**src/rtl/exc_pkg.sv**
```systemverilog
package exc_pkg;
    localparam int XLEN   = 64;
    localparam int KIND_W = 5;
    localparam int CODE_W = 5;
    localparam int CAUSE_W = 32;

    typedef enum logic [KIND_W-1:0] {
        K_INTR      = 5'd0,
        K_TLB_MOD   = 5'd1,
        K_TLB_LD    = 5'd2,
        K_TLB_ST    = 5'd3,
        K_ADR_LD    = 5'd4,
        K_ADR_ST    = 5'd5,
        K_SYSCALL   = 5'd6,
        K_BREAK     = 5'd7,
        K_RESV      = 5'd8,
        K_CP_UNUSE  = 5'd9,
        K_OVF       = 5'd10,
        K_TRAP      = 5'd11,
        K_CP2_EXC   = 5'd12,
        K_CP2_TRAP  = 5'd13,
        K_REFILL_LD = 5'd14,
        K_REFILL_ST = 5'd15,
        K_INVAL_LD  = 5'd16,
        K_INVAL_ST  = 5'd17,
        K_MCHECK    = 5'd18
    } exc_kind_e;

    typedef struct packed {
        logic [XLEN-1:0]   epc;
        logic              bd;
        logic [CODE_W-1:0] code;
        logic              exl;
        logic [XLEN-1:0]   badva;
        logic [XLEN-1:0]   npc;
        logic              busy;
    } entry_state_t;
endpackage

```
**src/rtl/exc_code_map.sv**
```systemverilog
module exc_code_map
    import exc_pkg::*;
(
    input  logic [KIND_W-1:0] kind_i,
    output logic [CODE_W-1:0] code_o,
    output logic              known_o,
    output logic              addr_rel_o
);
    always_comb begin
        code_o     = '0;
        known_o    = 1'b1;
        addr_rel_o = 1'b0;
        case (kind_i)
            K_INTR:      code_o = 5'h00;
            K_TLB_MOD:   begin code_o = 5'h01; addr_rel_o = 1'b1; end
            K_TLB_LD,
            K_REFILL_LD,
            K_INVAL_LD:  begin code_o = 5'h02; addr_rel_o = 1'b1; end
            K_TLB_ST,
            K_REFILL_ST,
            K_INVAL_ST:  begin code_o = 5'h03; addr_rel_o = 1'b1; end
            K_ADR_LD:    begin code_o = 5'h04; addr_rel_o = 1'b1; end
            K_ADR_ST:    begin code_o = 5'h05; addr_rel_o = 1'b1; end
            K_SYSCALL:   code_o = 5'h08;
            K_BREAK:     code_o = 5'h09;
            K_RESV:      code_o = 5'h0A;
            K_CP_UNUSE:  code_o = 5'h0B;
            K_OVF:       code_o = 5'h0C;
            K_TRAP:      code_o = 5'h0D;
            K_CP2_EXC,
            K_CP2_TRAP:  code_o = 5'h12;
            K_MCHECK:    code_o = 5'h18;
            default:     known_o = 1'b0;
        endcase
    end
endmodule

```
**src/rtl/exc_vector_sel.sv**
```systemverilog
module exc_vector_sel
    import exc_pkg::*;
#(
    parameter logic [XLEN-1:0] BOOT_BASE = 64'hFFFF_FFFF_BFC0_0200,
    parameter logic [XLEN-1:0] RUN_BASE  = 64'hFFFF_FFFF_8000_0000,
    parameter int              OFS_W     = 12,
    parameter logic [OFS_W-1:0] OFS_COMMON = 12'h180,
    parameter logic [OFS_W-1:0] OFS_REFILL = 12'h080,
    parameter logic [OFS_W-1:0] OFS_CPTRAP = 12'h280
) (
    input  logic [KIND_W-1:0] kind_i,
    input  logic              exl_i,
    input  logic              bev_i,
    output logic [XLEN-1:0]   target_o
);
    localparam int EXT_W = XLEN - OFS_W;

    logic [OFS_W-1:0] ofs;
    logic [XLEN-1:0]  base;

    always_comb begin
        if (exl_i)
            ofs = OFS_COMMON;
        else if (kind_i == K_REFILL_LD || kind_i == K_REFILL_ST)
            ofs = OFS_REFILL;
        else if (kind_i == K_CP2_TRAP)
            ofs = OFS_CPTRAP;
        else
            ofs = OFS_COMMON;
        base     = bev_i ? BOOT_BASE : RUN_BASE;
        target_o = base + {{EXT_W{ofs[OFS_W-1]}}, ofs};
    end
endmodule

```
**src/rtl/exc_epc_calc.sv**
```systemverilog
module exc_epc_calc
    import exc_pkg::*;
#(
    parameter int INSTR_BYTES = 4
) (
    input  logic [XLEN-1:0] pc_i,
    input  logic            delay_i,
    output logic [XLEN-1:0] epc_o,
    output logic            bd_o
);
    localparam logic [XLEN-1:0] STEP = XLEN'(INSTR_BYTES);

    always_comb begin
        bd_o  = delay_i;
        epc_o = delay_i ? (pc_i - STEP) : pc_i;
    end
endmodule

```
**src/rtl/exc_entry_unit.sv**
```systemverilog
module exc_entry_unit
    import exc_pkg::*;
#(
    parameter logic [XLEN-1:0] BOOT_BASE   = 64'hFFFF_FFFF_BFC0_0200,
    parameter logic [XLEN-1:0] RUN_BASE    = 64'hFFFF_FFFF_8000_0000,
    parameter int              INSTR_BYTES = 4
) (
    input  logic                clk,
    input  logic                rst_n,
    input  logic                req_i,
    input  logic [KIND_W-1:0]   kind_i,
    input  logic [XLEN-1:0]     pc_i,
    input  logic                delay_i,
    input  logic                exl_i,
    input  logic                bev_i,
    input  logic [XLEN-1:0]     bad_addr_i,
    output logic [XLEN-1:0]     epc_o,
    output logic [CAUSE_W-1:0]  cause_o,
    output logic                exl_o,
    output logic [XLEN-1:0]     badva_o,
    output logic [XLEN-1:0]     next_pc_o
);
    localparam int GAP_W = CAUSE_W - 1 - CODE_W - 2;

    entry_state_t st_d, st_q;

    logic [CODE_W-1:0] code;
    logic              known;
    logic              addr_rel;
    logic [XLEN-1:0]   target;
    logic [XLEN-1:0]   epc_new;
    logic              bd_new;
    logic              accept;
    logic              busy_q;

    exc_code_map u_code (
        .kind_i     (kind_i),
        .code_o     (code),
        .known_o    (known),
        .addr_rel_o (addr_rel)
    );

    exc_vector_sel #(
        .BOOT_BASE (BOOT_BASE),
        .RUN_BASE  (RUN_BASE)
    ) u_vec (
        .kind_i   (kind_i),
        .exl_i    (exl_i),
        .bev_i    (bev_i),
        .target_o (target)
    );

    exc_epc_calc #(
        .INSTR_BYTES (INSTR_BYTES)
    ) u_epc (
        .pc_i    (pc_i),
        .delay_i (delay_i),
        .epc_o   (epc_new),
        .bd_o    (bd_new)
    );

    assign busy_q = st_q.busy;
    assign accept = req_i && known && !st_q.busy;

    always_comb begin
        st_d      = st_q;
        st_d.busy = 1'b0;
        st_d.exl  = exl_i;
        if (accept) begin
            if (!exl_i) begin
                st_d.epc = epc_new;
                st_d.bd  = bd_new;
            end
            st_d.code = code;
            st_d.exl  = 1'b1;
            st_d.npc  = target;
            if (addr_rel)
                st_d.badva = bad_addr_i;
            st_d.busy = 1'b1;
        end
    end

    always_ff @(posedge clk or negedge rst_n) begin
        if (!rst_n)
            st_q <= '0;
        else
            st_q <= st_d;
    end

    assign epc_o     = st_q.epc;
    assign cause_o   = {st_q.bd, {GAP_W{1'b0}}, st_q.code, 2'b00};
    assign exl_o     = st_q.exl;
    assign badva_o   = st_q.badva;
    assign next_pc_o = st_q.npc;
endmodule

```
**config.mk**
```make
export PLATFORM = sky130hd
export DESIGN_NAME = exc_entry_unit
export DESIGN_NICKNAME = d
export VERILOG_FILES = /design/src/rtl/exc_pkg.sv /design/src/rtl/exc_code_map.sv /design/src/rtl/exc_vector_sel.sv /design/src/rtl/exc_epc_calc.sv /design/src/rtl/exc_entry_unit.sv
export SDC_FILE = /design/constraint.sdc
export NUM_CORES = 1
export LEC_CHECK = 0
export BUFFER_PORTS_ARGS = -buffer_cell sky130_fd_sc_hd__buf_2
export CAP_MARGIN = 10
export CORE_ASPECT_RATIO = 0.6
export CORE_MARGIN = 4
export CORE_UTILIZATION = 42
export DETAILED_ROUTE_END_ITERATION = 16
export PLACE_DENSITY = 0.88
export SLEW_MARGIN = 40
export SYNTH_ARGS = -nofsm -noshare
export SYNTH_HDL_FRONTEND = slang
export SYNTH_SLANG_ARGS = --single-unit
export TNS_END_PERCENT = 50
```
**constraint.sdc**
```tcl
create_clock -name clk -period 1.8 [get_ports clk]
set_clock_uncertainty 0.1 [all_clocks]
set_input_delay 0.09 -clock clk [delete_from_list [all_inputs] [get_ports clk]]
set_output_delay 0.09 -clock clk [all_outputs]
set_load 0.03 [all_outputs]
```
==> results_dict.tcl, run 1 <==
set metrics [dict create \
    status "finished, final reports clean" \
    wl_um 26050 \
    io_pins 364 \
    drc 0 \
    wl_per_cell_um 17.94 \
    drtAntennaViolNets 0 \
    yosysTopAreaCell "dfrtp_1" \
    cts_tree "yes" \
    ys.flop_type "dfrtp_1" \
    rsz0062_at_grt "yes" \
    fp-row-count 37 \
    syn-instance-count 718 \
    numCtsBuffers 17 \
    instances_no_fill 1452 \
    slew_violations 0 \
    cts_buffer_depth 2 \
    synth.most_common_cell "dfrtp_1" \
    hold_viol 0 \
    initial_core_util_pct 43.03 \
    switchingPower_uw 4879 \
    crit_required_ns 2.02 \
    h-tree-depth 4 \
    area_growth_pct 55.39 \
    globalRouteTotalUtil_pct 24.92 \
    grt_pass1_vias 7504 \
    finalNetCount 1346 \
    gr-usage-met1_pct 31.18 \
    die_x_um 179.5 \
    p_sw_share_pct 40.29 \
    grt_overflow 0 \
    powerDensity_nw_per_um2 1052 \
    setup-violations-final 0 \
    avgViaCountPerCell 5.050 \
    gp_congestion 0.8874 \
    synthTopCellsByCount "141 x dfrtp_1, 85 x buf_4, 67 x mux2_2, 67 x nand2_1, 45 x o21ai_0" \
    drive_above_1_share_pct 47.45 \
    coreArea_um2 17220 \
    seq_area_frac_synth_pct 47.62 \
    max_freq_ghz 0.5572 \
    cts_sinks 141 \
    clkPwrFrac_pct 27.9 \
    cts_root_buf "clkbuf_16" \
    hpwl_um 17740 \
    worst_setup_path_end_kind "flip-flop" \
    top_usage_layer "met2" \
    use_met2_pct 43.78 \
    insertion_delay_ns 0.40 \
    yosys.area.top_type_share_pct 47.62 \
    period_needed_ns 1.795 \
    path_clk_slew_ns 0.07 \
    antenna_found_initial 0 \
    synth-seq-cells 141 \
    crit_path_max_fanout 8 \
    antennaDiodeCount 0 \
    yosys_warnings 0 \
    drt_iter0_drc 557 \
    synth_area_um2 7410 \
    timing.hold.ws_ns 0.006651 \
    synth_edf_count 0 \
    drt_first_pass_iters 6 \
    hold_class "in -> reg" \
    die_area_um2 19900 \
    gr-usage-met3_pct 5.475 \
    num_vias 7333 \
    period_share_pct 99.70 \
    pwr-share-seq_pct 36.1 \
    placed_cells_incl_taps 1307 \
    async_flop_share_pct 100.0 \
    io_buffers 318 \
    criticalPathCategory "in -> reg" \
    maxCapViolations 0 \
    grt_pass1_wl_um 40490 \
    grt_max_degree 84 \
    ir_drop_mv 0.6486 \
    p_comb_share_pct 36.0 \
    start_kind "input port" \
    worstPathArrival_ns 2.02 \
    fp.dieH_um 110.9 \
    yosysUniqueCellTypes 52 \
    p_int_uw 7231 \
    synth.avg_cell_area_um2 10.32 \
    p_leak_uw 0.005308 \
    ys_top_cells_by_area "dfrtp_1 48%, mux2_2 10%, buf_4 8.6%" \
]
==> layer usage <==
| layer | wire length (um) | part of all wire [%] |
|---|---|---|
| met5 | 0 | 0 |
| met4 | 453 | 1.7 |
| met3 | 1710 | 6.6 |
| met2 | 13230 | 51 |
| met1 | 10650 | 41 |
==> worst paths after layout <==
check | slack (ns) | cells after the start | start | to
worst max-delay path | 0.005 | 7 | pc_i[22] | epc_o[53]$_DFFE_PN0P_
worst min-delay path | 0.007 | 4 | pc_i[28] | epc_o[28]$_DFFE_PN0P_
worst max register to register | 0.11 | 4 | busy_q$_DFF_PN0_ | epc_o[56]$_DFFE_PN0P_
worst min register to register | 0.38 | 2 | epc_o[6]$_DFFE_PN0P_ | epc_o[6]$_DFFE_PN0P_
max in group asynchronous | 0.87 | 3 | rst_n | badva_o[30]$_DFFE_PN0P_
min in group asynchronous | 0.07 | 2 | rst_n | epc_o[31]$_DFFE_PN0P_
==> kinds of logic after synthesis <==
kind of cell	count (synthesis)	synth area share, %
AND/OR/NAND/NOR	237	17.61
buffers and inverters	125	10.82
multiplexers	69	10.45
XOR/XNOR	42	4.965
adder cells (fa/ha/maj)	2	0.3377
other	1	0.05061
flip-flops	141	47.62
AO/OA/AOI/OAI	101	8.139
==> cell usage in the layout, fill, tap and decap left out, types with 3 or more instances in the layout <==
| cell | synthesis | final |
|---|---|---|
| buf_2 | 5 | 311 |
| dfrtp_1 | 141 | 140 |
| buf_4 | 85 | 116 |
| dlygate4sd3_1 | 0 | 107 |
| nand2_1 | 67 | 67 |
| mux2_2 | 67 | 67 |
| conb_1 | 1 | 45 |
| o21ai_0 | 45 | 44 |
| nor2_1 | 38 | 38 |
| xnor2_1 | 34 | 34 |
| nor4_1 | 28 | 20 |
| or4_1 | 23 | 19 |
| a31oi_1 | 19 | 19 |
| o31ai_1 | 17 | 17 |
| clkbuf_16 | 0 | 17 |
| or3_1 | 16 | 13 |
| nand3_1 | 11 | 10 |
| xor2_1 | 8 | 8 |
| or2_2 | 7 | 7 |
| nor3_1 | 9 | 7 |
| buf_6 | 1 | 7 |
| a21oi_1 | 6 | 6 |
| nor4_2 | 1 | 6 |
| nand4_1 | 6 | 6 |
| nand2b_1 | 5 | 5 |
| nor4_4 | 2 | 5 |
| or4_4 | 1 | 5 |
| o21ai_1 | 4 | 5 |
| buf_12 | 0 | 5 |
| clkinvlp_4 | 0 | 4 |
| inv_8 | 0 | 4 |
| inv_1 | 3 | 3 |
| nor2b_1 | 3 | 3 |
| or3_4 | 0 | 3 |
| nor3_4 | 0 | 3 |
| or2_1 | 4 | 3 |
| and2_1 | 3 | 3 |
| inv_6 | 0 | 3 |
| clkinv_4 | 0 | 3 |
==> final cells by class <==
type                    instances  area (um2)
fillers                      1288        5708
clock buffers                  18       429.2
multi-input cells             496        3446
well taps                     234       292.8
flip-flops and latches        141        3530
clock inverters                14       127.6
repair buffers                546        3677
inverters                       3       11.26
==> worst max-delay path, cell delays in order <==
cell and delay, ns:
buf_4 0.13, nor4_4 0.27, nand4_1 0.19, buf_4 0.18, or4_4 0.49, or4_4 0.49
a31oi_1 0.16
==> power by group through the flow <==
| stage | Sequential, uW | Clock, uW | Combinational (uW) |
|---|---|---|---|
| 2_1_floorplan | 5870 | 0 | 1140 |
| 3_3_place_gp | 4330 | 0 | 4030 |
| 3_5_place_dp | 4390 | 0 | 4110 |
| 4_1_cts | 4340 | 3440 | 4310 |
| 5_1_grt | 4460 | 3560 | 4600 |
| 6_report | 4370 | 3380 | 4360 |
==> flip-flops by register name, indices dropped and copies added (netlist names) <==
name,count
exl_o,1
busy_q,1
next_pc_o,5
epc_o,64
badva_o,64
cause_o,6
==> repair_timing <==
| action | CTS | global route |
|---|---|---|
| resized for setup | 12 | 26 |
| setup buffers | 3 | 3 |
| hold buffers | 107 | 0 |
| pin swaps | 9 | 9 |
| gates cloned | 0 | 0 |
| endpoints found under the hold margin | 249 | 0 |
| endpoints found under the setup margin | 53 | 18 |
==> through the flow <==
step | total power, uW | setup slack [ns] | setup TNS, ns | area (um2) | utilization (%)
after floorplan | 7015 | -0.1911 | -3.708 | 7650 | -
after global placement | 8361 | -0.6533 | -13.75 | 9664 | 56.12
after detailed placement | 8502 | -0.6294 | -14.89 | 9664 | 56.12
after CTS | 12090 | 0.005812 | 0 | 11370 | 66.02
after global routing | 12620 | -0.05396 | -0.1136 | 11510 | 66.86
final | 12110 | 0.005455 | 0 | 11510 | 66.86
No activity file was read; power rests on OpenSTA's default activity.
==> run 2, diff against run 1 <==
Settings changed: CORE_AREA from default to 4 4 139 141, CORE_ASPECT_RATIO 0.6 to default, CORE_MARGIN 4 to default, CORE_UTILIZATION 42 to default, DIE_AREA from default to 0 0 143 145, GPL_TIMING_DRIVEN from default to 0, PLACE_DENSITY 0.88 to 0.84.
Clock period 1.8 ns to 2.2 ns, I/O delays scaled along.
==> run 2 against run 1 <==
Against the previous run:
- clock power shrank 10%
- register-to-register slack better by 0.07 ns
- critical path depth up 1
- combinational power decreased by 17%
- worst setup slack improved by 0.069 ns
- first-iteration DRC count decreased by 35%
- cell count is 1.9% higher
- sequential cell count is the same
- worst hold slack better by 0.014 ns
==> results_dict.tcl, run 2 (synthesized netlist as in run 1, its figures left out) <==
set metrics [dict create \
    max_freq_ghz 0.4704 \
    start_kind "input port" \
    placed_cell_area_um2 9480 \
    insertion_delay_ns 0.41 \
    status "finished, final reports clean" \
    numCtsBuffers 17 \
    h-tree-depth 4 \
    antenna_found_initial 0 \
    cts_root_buf "clkbuf_16" \
    drt_iter0_drc 360 \
    grt_overflow 0 \
    drc 0 \
    period_needed_ns 2.126 \
    top_layer_used "met4" \
    initial_core_util_pct 41.25 \
    crit_required_ns 2.38 \
    io_buffers 315 \
    final_common_cell "buf_2" \
    die_x_um 143 \
    setup_ws_ns 0.07419 \
    finalNetCount 1379 \
    cts_sinks 141 \
    slew_headroom_pct 56.38 \
    worstMarginPinSlew_ns 0.6544 \
    wl_um 26980 \
    fillerInstances 1375 \
    p_leak_uw 0.005349 \
    avgViaCountPerCell 4.972 \
    cts_tree "yes" \
    layout_common_cells "320 x buf_2, 141 x dlygate4sd3_1, 140 x dfrtp_1" \
    die_area_um2 20740 \
    ir_drop_mv 0.6314 \
    hold_viol 0 \
    worst_setup_path_end_kind "flip-flop" \
    pre_cts_ws_ns -0.5947 \
    design_area_um2 11570 \
    slew_violations 0 \
    io_pins 364 \
    globalRouteTotalUtil_pct 25.30 \
    grt_pass1_wl_um 41680 \
    powerDensity_nw_per_um2 880.0 \
    wl_met2_um 14110 \
    setup-tns-final_ns 0 \
    period_share_pct 96.63 \
    fp.dieH_um 145 \
    final-seq-area_um2 3530 \
    fp-row-count 49 \
    maxCapViolations 0 \
    gp_congestion 0.8477 \
    grt_pass1_vias 7657 \
    multi_input_area_um2 3297 \
    num_vias 7359 \
    wl_met3_um 2238 \
    grt_max_degree 78 \
    coreArea_um2 17960 \
    antennaDiodeCount 0 \
    worstPathArrival_ns 2.31 \
    setup-violations-final 0 \
    wl_per_cell_um 18.23 \
    hpwl_um 18150 \
    criticalPathCategory "in -> reg" \
    drt_first_pass_iters 5 \
    area_growth_pct 56.18 \
    drive_above_1_share_pct 43.33 \
    path_clk_slew_ns 0.06 \
    cts_buffer_depth 2 \
    crit_path_max_fanout 10 \
    drtAntennaViolNets 0 \
    hold_class "in -> reg" \
    rsz0062_at_grt "yes" \
    wl_met1_um 9612 \
]
## run 2: cell types whose count changed in the layout (fill, tap and decap cells not counted), sizes merged
| cell | delta |
|---|---|
| clkinvlp | -2 |
| clkinv | +1 |
| clkbuf | +29 |
| inv | -2 |
| dlygate4sd3 | +34 |
| bufinv | +3 |
| buf | -30 |
## run 2: final timing paths
check                                startpoint                   endpoint  slack (ns)  cells after the start
hold / removal                         pc_i[21]      epc_o[21]$_DFFE_PN0P_        0.02                      3
setup reg to reg               busy_q$_DFF_PN0_      epc_o[29]$_DFFE_PN0P_        0.18                      6
max in group asynchronous                 rst_n  next_pc_o[62]$_DFFE_PN0P_        1.13                      3
setup / recovery                       pc_i[24]      epc_o[36]$_DFFE_PN0P_        0.07                      8
hold reg to reg            epc_o[1]$_DFFE_PN0P_       epc_o[1]$_DFFE_PN0P_        0.38                      2
min in group asynchronous                 rst_n      epc_o[38]$_DFFE_PN0P_        0.11                      2
## run 2: what timing repair did
action | in CTS | in global routing
endpoints found under the hold margin | 197 | 0
buffers inserted | 0 | 0
pin swaps | 0 | 1
endpoints found under the setup margin | 57 | 69
hold buffers | 141 | 0
gates resized for setup | 7 | 24
## run 2: cell type report
class / count / area share [%]
plain buffers: 122 / 6.985
clock buffers: 18 / 3.709
clock inverters: 14 / 1.600
inverters: 3 / 0.09731
multi-input cells: 496 / 28.49
flip-flops and latches: 141 / 30.50
well taps: 229 / 2.476
repair buffers: 457 / 26.14
## run 2: worst max-delay path: stages
cell and delay [ns]:
buf_2 0.12, nor4_2 0.40, nand4_1 0.29, clkbuf_2 0.28, clkbuf_1 0.29, nor4_1 0.52
xnor2_1 0.19, o21ai_0 0.10
## run 2: layer usage
layer	track usage (%)	vias up
li1	-	3465
met1	27.87	3494
met2	45.47	331
met3	6.910	69
met4	10.36	0
met5	0	-
## run 2: report_power, final
group	internal, uW	total [uW]	switching, uW
clock	1810	3030	1210
sequential	3210	3560	347
combinational	1240	3600	2360
## run 2: per-stage QoR
| step | utilization, % | hold slack, ns | cells | total power, uW |
|---|---|---|---|---|
| finish | 64.42 | 0.02040 | 1480 | 10180 |
| global route | 64.42 | 0.02587 | 1480 | 10650 |
| CTS | 64.13 | 0.0006893 | 1480 | 10160 |
| detailed placement | 52.78 | -0.01057 | 1307 | 6922 |
| global placement | 52.54 | 0.2099 | 1306 | 6821 |
| floorplan | - | -0.2856 | 762 | 5734 |
